## config.mk

```make
export PLATFORM = sky130hd
export DESIGN_NAME = jam_shift_reg
export DESIGN_NICKNAME = d
export VERILOG_FILES = /design/src/rtl/jsr_pkg.sv /design/src/rtl/jsr_mode_decode.sv /design/src/rtl/jsr_stage.sv /design/src/rtl/jam_shift_reg.sv
export SDC_FILE = /design/constraint.sdc
export NUM_CORES = 1
export LEC_CHECK = 0
export BUFFER_PORTS_ARGS = -buffer_cell sky130_fd_sc_hd__buf_2
export CAP_MARGIN = 10
export CELL_PAD_IN_SITES_DETAIL_PLACEMENT = 1
export CELL_PAD_IN_SITES_GLOBAL_PLACEMENT = 1
export CORE_AREA = 2 2 39 41
export CTS_CLUSTER_DIAMETER = 80
export DETAILED_ROUTE_END_ITERATION = 10
export DIE_AREA = 0 0 41 43
export PLACE_DENSITY = 0.57
export REMOVE_ABC_BUFFERS = 1
export SETUP_SLACK_MARGIN = 0.1
export SLEW_MARGIN = 20
export SYNTH_ARGS = -nofsm -noshare
export SYNTH_HDL_FRONTEND = slang
export SYNTH_SLANG_ARGS = --single-unit
```

## constraint.sdc

```tcl
create_clock -name clk -period 0.8 [get_ports clk]
set_clock_uncertainty 0.15 [all_clocks]
set_input_delay 0.04 -clock clk [delete_from_list [all_inputs] [get_ports clk]]
set_output_delay 0.04 -clock clk [all_outputs]
set_load 0.02 [all_outputs]
```

## src/rtl/jsr_pkg.sv

```systemverilog
package jsr_pkg;

    typedef enum logic {
        OP_SHIFT = 1'b0,
        OP_LOAD  = 1'b1
    } op_e;

endpackage

```

## src/rtl/jsr_mode_decode.sv

```systemverilog
module jsr_mode_decode
    import jsr_pkg::*;
(
    input  logic load_ctrl,
    output op_e  op
);

    always_comb begin
        unique case (load_ctrl)
            1'b1:    op = OP_LOAD;
            default: op = OP_SHIFT;
        endcase
    end

endmodule

```

## src/rtl/jsr_stage.sv

```systemverilog
module jsr_stage
    import jsr_pkg::*;
#(
    parameter bit ASYNC_LOAD = 1'b0
) (
    input  logic clk,
    input  op_e  op,
    input  logic shift_d,
    input  logic jam_d,
    output logic q
);

    generate
        if (ASYNC_LOAD) begin : g_async
            // The load is level-sensitive: mode and jam bit form an asynchronous set or clear.
            logic force_hi;
            logic force_lo;

            assign force_hi = (op == OP_LOAD) &&  jam_d;
            assign force_lo = (op == OP_LOAD) && !jam_d;

            always_ff @(posedge clk or posedge force_hi or posedge force_lo) begin
                if (force_lo) begin
                    q <= 1'b0;
                end else if (force_hi) begin
                    q <= 1'b1;
                end else begin
                    q <= shift_d;
                end
            end
        end else begin : g_sync
            always_ff @(posedge clk) begin
                q <= (op == OP_LOAD) ? jam_d : shift_d;
            end
        end
    endgenerate

endmodule

```

## src/rtl/jam_shift_reg.sv

```systemverilog
module jam_shift_reg
    import jsr_pkg::*;
#(
    parameter int STAGES     = 8,
    parameter int TAP_LO     = 6,
    parameter int TAP_MID    = 7,
    parameter bit ASYNC_LOAD = 1'b0
) (
    input  logic              clk,
    input  logic              load_ctrl,
    input  logic              ser_in,
    input  logic [STAGES-1:0] par_in,
    output logic              tap_lo,
    output logic              tap_mid,
    output logic              ser_out
);

    localparam int LAST_IDX = STAGES - 1;
    localparam int LO_IDX   = TAP_LO - 1;
    localparam int MID_IDX  = TAP_MID - 1;

    op_e               op;
    logic [STAGES-1:0] stage_q;

    jsr_mode_decode u_decode (
        .load_ctrl (load_ctrl),
        .op        (op)
    );

    // stage_q[0] sits next to the serial input; stage_q[LAST_IDX] drives the chain output.
    for (genvar i = 0; i < STAGES; i++) begin : g_stage
        logic d_shift;

        if (i == 0) begin : g_head
            assign d_shift = ser_in;
        end else begin : g_body
            assign d_shift = stage_q[i-1];
        end

        jsr_stage #(
            .ASYNC_LOAD (ASYNC_LOAD)
        ) u_stage (
            .clk     (clk),
            .op      (op),
            .shift_d (d_shift),
            .jam_d   (par_in[i]),
            .q       (stage_q[i])
        );
    end

    assign tap_lo  = stage_q[LO_IDX];
    assign tap_mid = stage_q[MID_IDX];
    assign ser_out = stage_q[LAST_IDX];

endmodule

```

-- Word level (Yosys, flattened, before mapping)
Index checks and enable logic that the tools add are counted.
- register bits after elaboration: 8
- input bits: 11
- output and inout port bits: 3
- logic and storage cells: 17
- muxes and demuxes: 9
- operators with widths (operator ; number):
    $mux W1 ; 9

-- Longest topological paths before layout
Gate-level depths: netlist (run 1).
- depth after elaboration: 2
- gate-level depth with buffers: 2
- mapped depth without buffers: 1

-- By module
A second synthesis (run 1) with hierarchy kept.
- cells, all modules: 17
- area, all modules: 287.8 µm²
- modules (own cells, without submodules) (module ; instances ; cells an instance ; area an instance (µm²) ; sequential area each (µm²)):
    jsr_stage ; 8 ; 2 ; 35.0 ; 20.0
    jsr_mode_decode ; 1 ; 1 ; 7.5 ; 0.0

-- Worst setup path after synthesis (run 1)
Ideal clock, no wire load.
- path kind: register to register
- start: register g_stage[5].u_stage.q
- end: register g_stage[6].u_stage.q
- library setup time: 121 ps
- arrival time: 625 ps
- data required time: 529 ps
- slack: -96 ps
- cell stages (with the launch flop): 2
- path buffers: 0
- clock period less this slack: 896 ps
- path through: dfxtp_1 mux2_4
- longest elaborated chain between the ends: 1
- ends and longest elaborated chain (element ; line ; text):
    start, declared ; jsr_stage.sv:10 ; output logic q
    start signal, assigned ; jsr_stage.sv:33 ; q <= (op == OP_LOAD) ? jam_d : shift_d;
    $mux W1 ; jsr_stage.sv:33 ;
    end signal, assigned ; jsr_stage.sv:33 ;
    end, declared ; jsr_stage.sv:10 ;
No other way between the ends.

-- Final worst setup path (run 1)
- start: register g_stage[5].u_stage.q
- end: output port tap_lo
- RTL lines (element ; line ; text):
    end, declared ; jam_shift_reg.sv:13 ; output logic tap_lo,
No word-level cell between the ends.

==> run metrics, run 1 <==
status finished, violations left; failing checks hold timing, setup timing; critical path, cell by cell buf_6; Leak 0.205 nW; synthesis-to-layout area growth 40.8%; number of antenna violations at the first check in global routing 0; maximum number of pins on one net before global-route repair 9; Critical Path End Type output port; Worst Hold Path Cells 2; Die X 41 um; first-pass GRT wire length 848 um; I/O Buffers 13; mapped cell area 292 um^2; grt total ovfl 0; # diodes 0; final hold slack -0.133 ns; worst setup slack after layout -0.0829 ns; post-route DRC violation count 0; Slew @ Worst Pin 0.251 ns; count of different cell masters after synthesis 3; pwr/cell area 2220 mW/mm^2; routed length per instance 10.8 um; R2R Setup Slk -0.05 ns; Core ar. 0.00138 mm^2; clk_lat worst skew 0.24 ns; Worst EP required 0.61 ns; hold path startpoint par_in[0]; setup slack at placement -0.0867 ns; Reg2Reg Depth 1; max reg flops 8; layout cells sized above 1 0.844; Syn Area/Cell 17.1 um^2; FF-to-FF End g_stage[6].u_stage.q; Top reg by flops g_stage.u_stage.q; Crit-path slowest cell dfxtp_2; design area 410 um^2; crit start category register; CTS sink cnt 8; crit-path leading delay family flip-flops; initial DRC count 1; min Tclk post-route 0.883 ns; slowest stage delay, CP 0.34 ns; endpoints failing setup 10; worst r2r src g_stage[5].u_stage.q; cell row count 14; DRT Wirelength 520 um; CTS buffer count 3; worst vdd ir 0.866 mV; Hold Violations, Final 8; synthesized instance count 17; total track usage 0.0725; vias per inst 3.85; maxcap violations 0; Worst EP arrival 0.69 ns; FMAX 1130 MHz; period utilization 1.10; RSZ-0062 raised after global routing yes; starting density of the core 0.211; relative slew slack 0.833; Chip Height 43 um; vias in the first global route 225; Setup CP Type register to output port; Vias 185; H-tree depth 1; RD Place Congestion 0.490; crit path launch g_stage[5].u_stage.q; drt pass-1 iters 2; Bufs and invs on worst path 1; CP max FO 2; full die area 0.00176 mm^2; CTS max path bufs 2; Hold EP g_stage[0].u_stage.q; worst hold path type primary input to register; clock-pin slew on the worst setup and hold paths 0.05 ns; Largest regs g_stage.u_stage.q (8); Post-CTS Setup Bufs 0; post-route ant nets 0; register area share after synthesis 0.549; Ports 14; Ys Warns 0; Area after DPL 365 um^2; final slew viol count 0; FF+latch count, synth 8; CTS tree yes; Clock Root Buffer clkbuf_4; nets@finish 45
## how the worst max path moves through the flow
stage	endpoint	slack, ns	cells past startpoint
final	tap_lo	-0.08	1
after detailed placement	g_stage[7].u_stage.q	-0.09	2
after CTS	tap_mid	-0.1	1
after global routing	tap_lo	-0.11	1
after floorplan	g_stage[6].u_stage.q	-0.1	1
after global placement	g_stage[7].u_stage.q	-0.06	2
## layout by cell type, fill, tap and decap left out, drive strengths merged
cell type and instances:
clkbuf 3, mux2 8, buf 13, dfxtp 8
## layer usage
metal  vias up  track usage  wire length (um)
li1         89            -                 -
met1        82       0.0877               221
met2        14        0.103               236
met3         0       0.0314                62
met4         0       0.0400                 0
met5         -            0                 0
## cell families (layout without fill, tap and decap cells)
logic type             Yosys count  in the layout  share of synthesized area
buffers and inverters            1             16                     0.0386
DFF                              8              8                      0.549
muxes                            8              8                      0.412
## per-stage QoR
stage,instances,util,setup TNS (ns),power [mW]
after floorplan,16,-,-0.192,0.541
final,48,0.297,-0.368,0.911
after global placement,45,0.264,-0.457,0.592
after CTS,48,0.297,-0.434,0.934
after global routing,48,0.297,-0.571,0.963
after detailed placement,45,0.264,-0.664,0.598
## synth_stat cells, drive strengths merged
cell type  n  area share
buf        1       0.039
dfxtp      8        0.55
mux2       8        0.41
## cell type report
cell class / count / area [um^2]
repair buffers: 13 / 83.8
flip-flops and latches: 8 / 164
clock buffers: 3 / 22.5
well taps: 16 / 20.0
fillers: 157 / 973
multi-input cells: 8 / 120
## timing repair
action | CTS | global route
cloned | 0 | 0
hold endpoints to repair | 8 | 8
resized for setup | 9 | 0
endpoints found under the setup margin | 10 | 10
## power by group
group	leakage, nW	total, mW	internal, mW	switching [mW]
clock	0.0138	0.299	0.171	0.128
sequential	0.0675	0.460	0.443	0.0174
combinational	0.123	0.152	0.102	0.0497
total	0.205	0.911	0.716	0.195
No activity file was read; power rests on OpenSTA's default activity.
==> run 2, diff against run 1 <==
PLACE_DENSITY = 0.56   (was 0.57)
SETUP_SLACK_MARGIN = 0.2   (was 0.1)
clock period = 1.13 ns   (was 0.8 ns; I/O delays follow)
==> run 2 against run 1 <==
The run ends with hold timing left. Combinational power is 30% lower. Register-to-register slack better by 0.34 ns. Largest power group unchanged. Largest cell class unchanged. Sequential power is 30% lower. Via count is 0.54% higher. First-iteration DRC count is 100% lower. Global-route usage is 0.30 points higher. Sequential share of layout area is 0.18 points higher. Design area is 1.2% lower. Highest routed layer unchanged. Wire length is 2.1% lower. Critical path type unchanged.
==> run metrics, run 2 (same netlist as run 1, synthesis figures left out) <==
crit start category register; # diodes 0; Comb pwr share 0.166; endpoints failing setup 0; max reg flops 8; vias per inst 3.88; pwr/cell area 1580 mW/mm^2; initial DRC count 0; cell row count 14; critical path, cell by cell buf_6; Crit-path slowest cell dfxtp_2; period utilization 0.798; grt total ovfl 0; final hold slack -0.119 ns; CTS max path bufs 2; Net Sw Frac 0.214; Reg2Reg Depth 1; total track usage 0.0755; first-pass GRT wire length 814 um; Chip Height 43 um; FMAX 1110 MHz; Worst EP arrival 0.69 ns; final slew viol count 0; layout cells sized above 1 0.813; Vias 186; maxcap violations 0; Setup TNS 0 ns; clk_lat worst skew 0.25 ns; most common cell after layout, fill and taps aside buf_2; starting density of the core 0.211; post-route ant nets 0; hold path startpoint par_in[3]; H-tree depth 1; slowest stage delay, CP 0.33 ns; Bufs and invs on worst path 1; RSZ-0062 raised after global routing yes; crit path launch g_stage[5].u_stage.q; Critical Path End Type output port; commonest cells after routing, fill and taps aside buf_2 (10), mux2_4 (8), dfxtp_1 (6), clkbuf_4 (3); Setup CP Type register to output port; synthesis-to-layout area growth 39.1%; CTS buffer count 3; routed length per instance 10.6 um; min Tclk post-route 0.901 ns; CP max FO 2; DRT Wirelength 509 um; CTS sink cnt 8; number of antenna violations at the first check in global routing 0; Ports 14; I/O Buffers 13; worst vdd ir 0.387 mV; CTS tree yes; drt pass-1 iters 1; register share of total power 0.504; clock-pin slew on the worst setup and hold paths 0.05 ns; Worst EP required 0.92 ns; Leak 0.203 nW; RD Place Congestion 0.519; relative slew slack 0.826; full die area 0.00176 mm^2; vias in the first global route 196; Worst Hold Path Cells 2; Hold EP g_stage[3].u_stage.q; crit-path leading delay family flip-flops; Core Util, Final 0.293; NetSw 0.138 mW; worst r2r src g_stage[5].u_stage.q; Largest regs g_stage.u_stage.q (8); Slew @ Worst Pin 0.261 ns; Hold Violations, Final 8; Core ar. 0.00138 mm^2; Clock Power Share 0.330; failing checks hold timing; status finished, violations left; FF-to-FF End g_stage[6].u_stage.q; maximum number of pins on one net before global-route repair 9; post-route DRC violation count 0; P_int 0.504 mW; worst hold path type primary input to register; Die X 41 um; nets@finish 45; Top reg by flops g_stage.u_stage.q; Clock Root Buffer clkbuf_4; post-layout total power 0.642 mW; R2R Setup Slk 0.29 ns
-- run 2: timing repair --
| item | 4_1_cts | 5_1_grt |
|---|---|---|
| endpoints found under the setup margin | 3 | 1 |
| hold endpoints to repair | 8 | 8 |
| resized for setup | 7 | 0 |
| buffers inserted | 0 | 0 |
-- run 2: cell type report --
class	instances	area (um^2)
repair buffers	13	80.1
flip-flops and latches	8	163
multi-input cells	8	120
clock buffers	3	22.5
well taps	16	20.0
fillers	155	978
-- run 2: worst max path at each step --
stage                                 endpoint  slack (ns)  cells after the start
after global placement    g_stage[2].u_stage.q        0.25                      2
after global routing                    tap_lo        0.19                      1
final                                   tap_lo        0.23                      1
after floorplan           g_stage[6].u_stage.q        0.23                      1
after CTS                               tap_lo        0.21                      1
after detailed placement  g_stage[7].u_stage.q        0.21                      2
-- run 2: per-layer routing --
layer / track usage / wire length (um)
met1: 0.0747 / 213
met2: 0.106 / 234
met3: 0.0471 / 61
met4: 0.0600 / 0
met5: 0 / 0
-- run 2: stage by stage --
stage	instance area (um^2)	std cells	setup WS, ns	hold WS [ns]
final	405	48	0.229	-0.119
after global routing	405	48	0.194	-0.125
after CTS	405	48	0.210	-0.132
after floorplan	280	16	0.234	0.0494
after detailed placement	365	45	0.211	0.136
after global placement	365	45	0.251	0.134
-- run 2: power groups by stage --
| stage | Sequential (mW) | Combinational, mW | Clock (mW) |
|---|---|---|---|
| 3_3_place_gp | 0.325 | 0.0943 | 0 |
| 3_5_place_dp | 0.326 | 0.0976 | 0 |
| 2_1_floorplan | 0.339 | 0.0442 | 0 |
| 4_1_cts | 0.324 | 0.108 | 0.229 |
| 6_report | 0.324 | 0.106 | 0.212 |
| 5_1_grt | 0.325 | 0.115 | 0.238 |
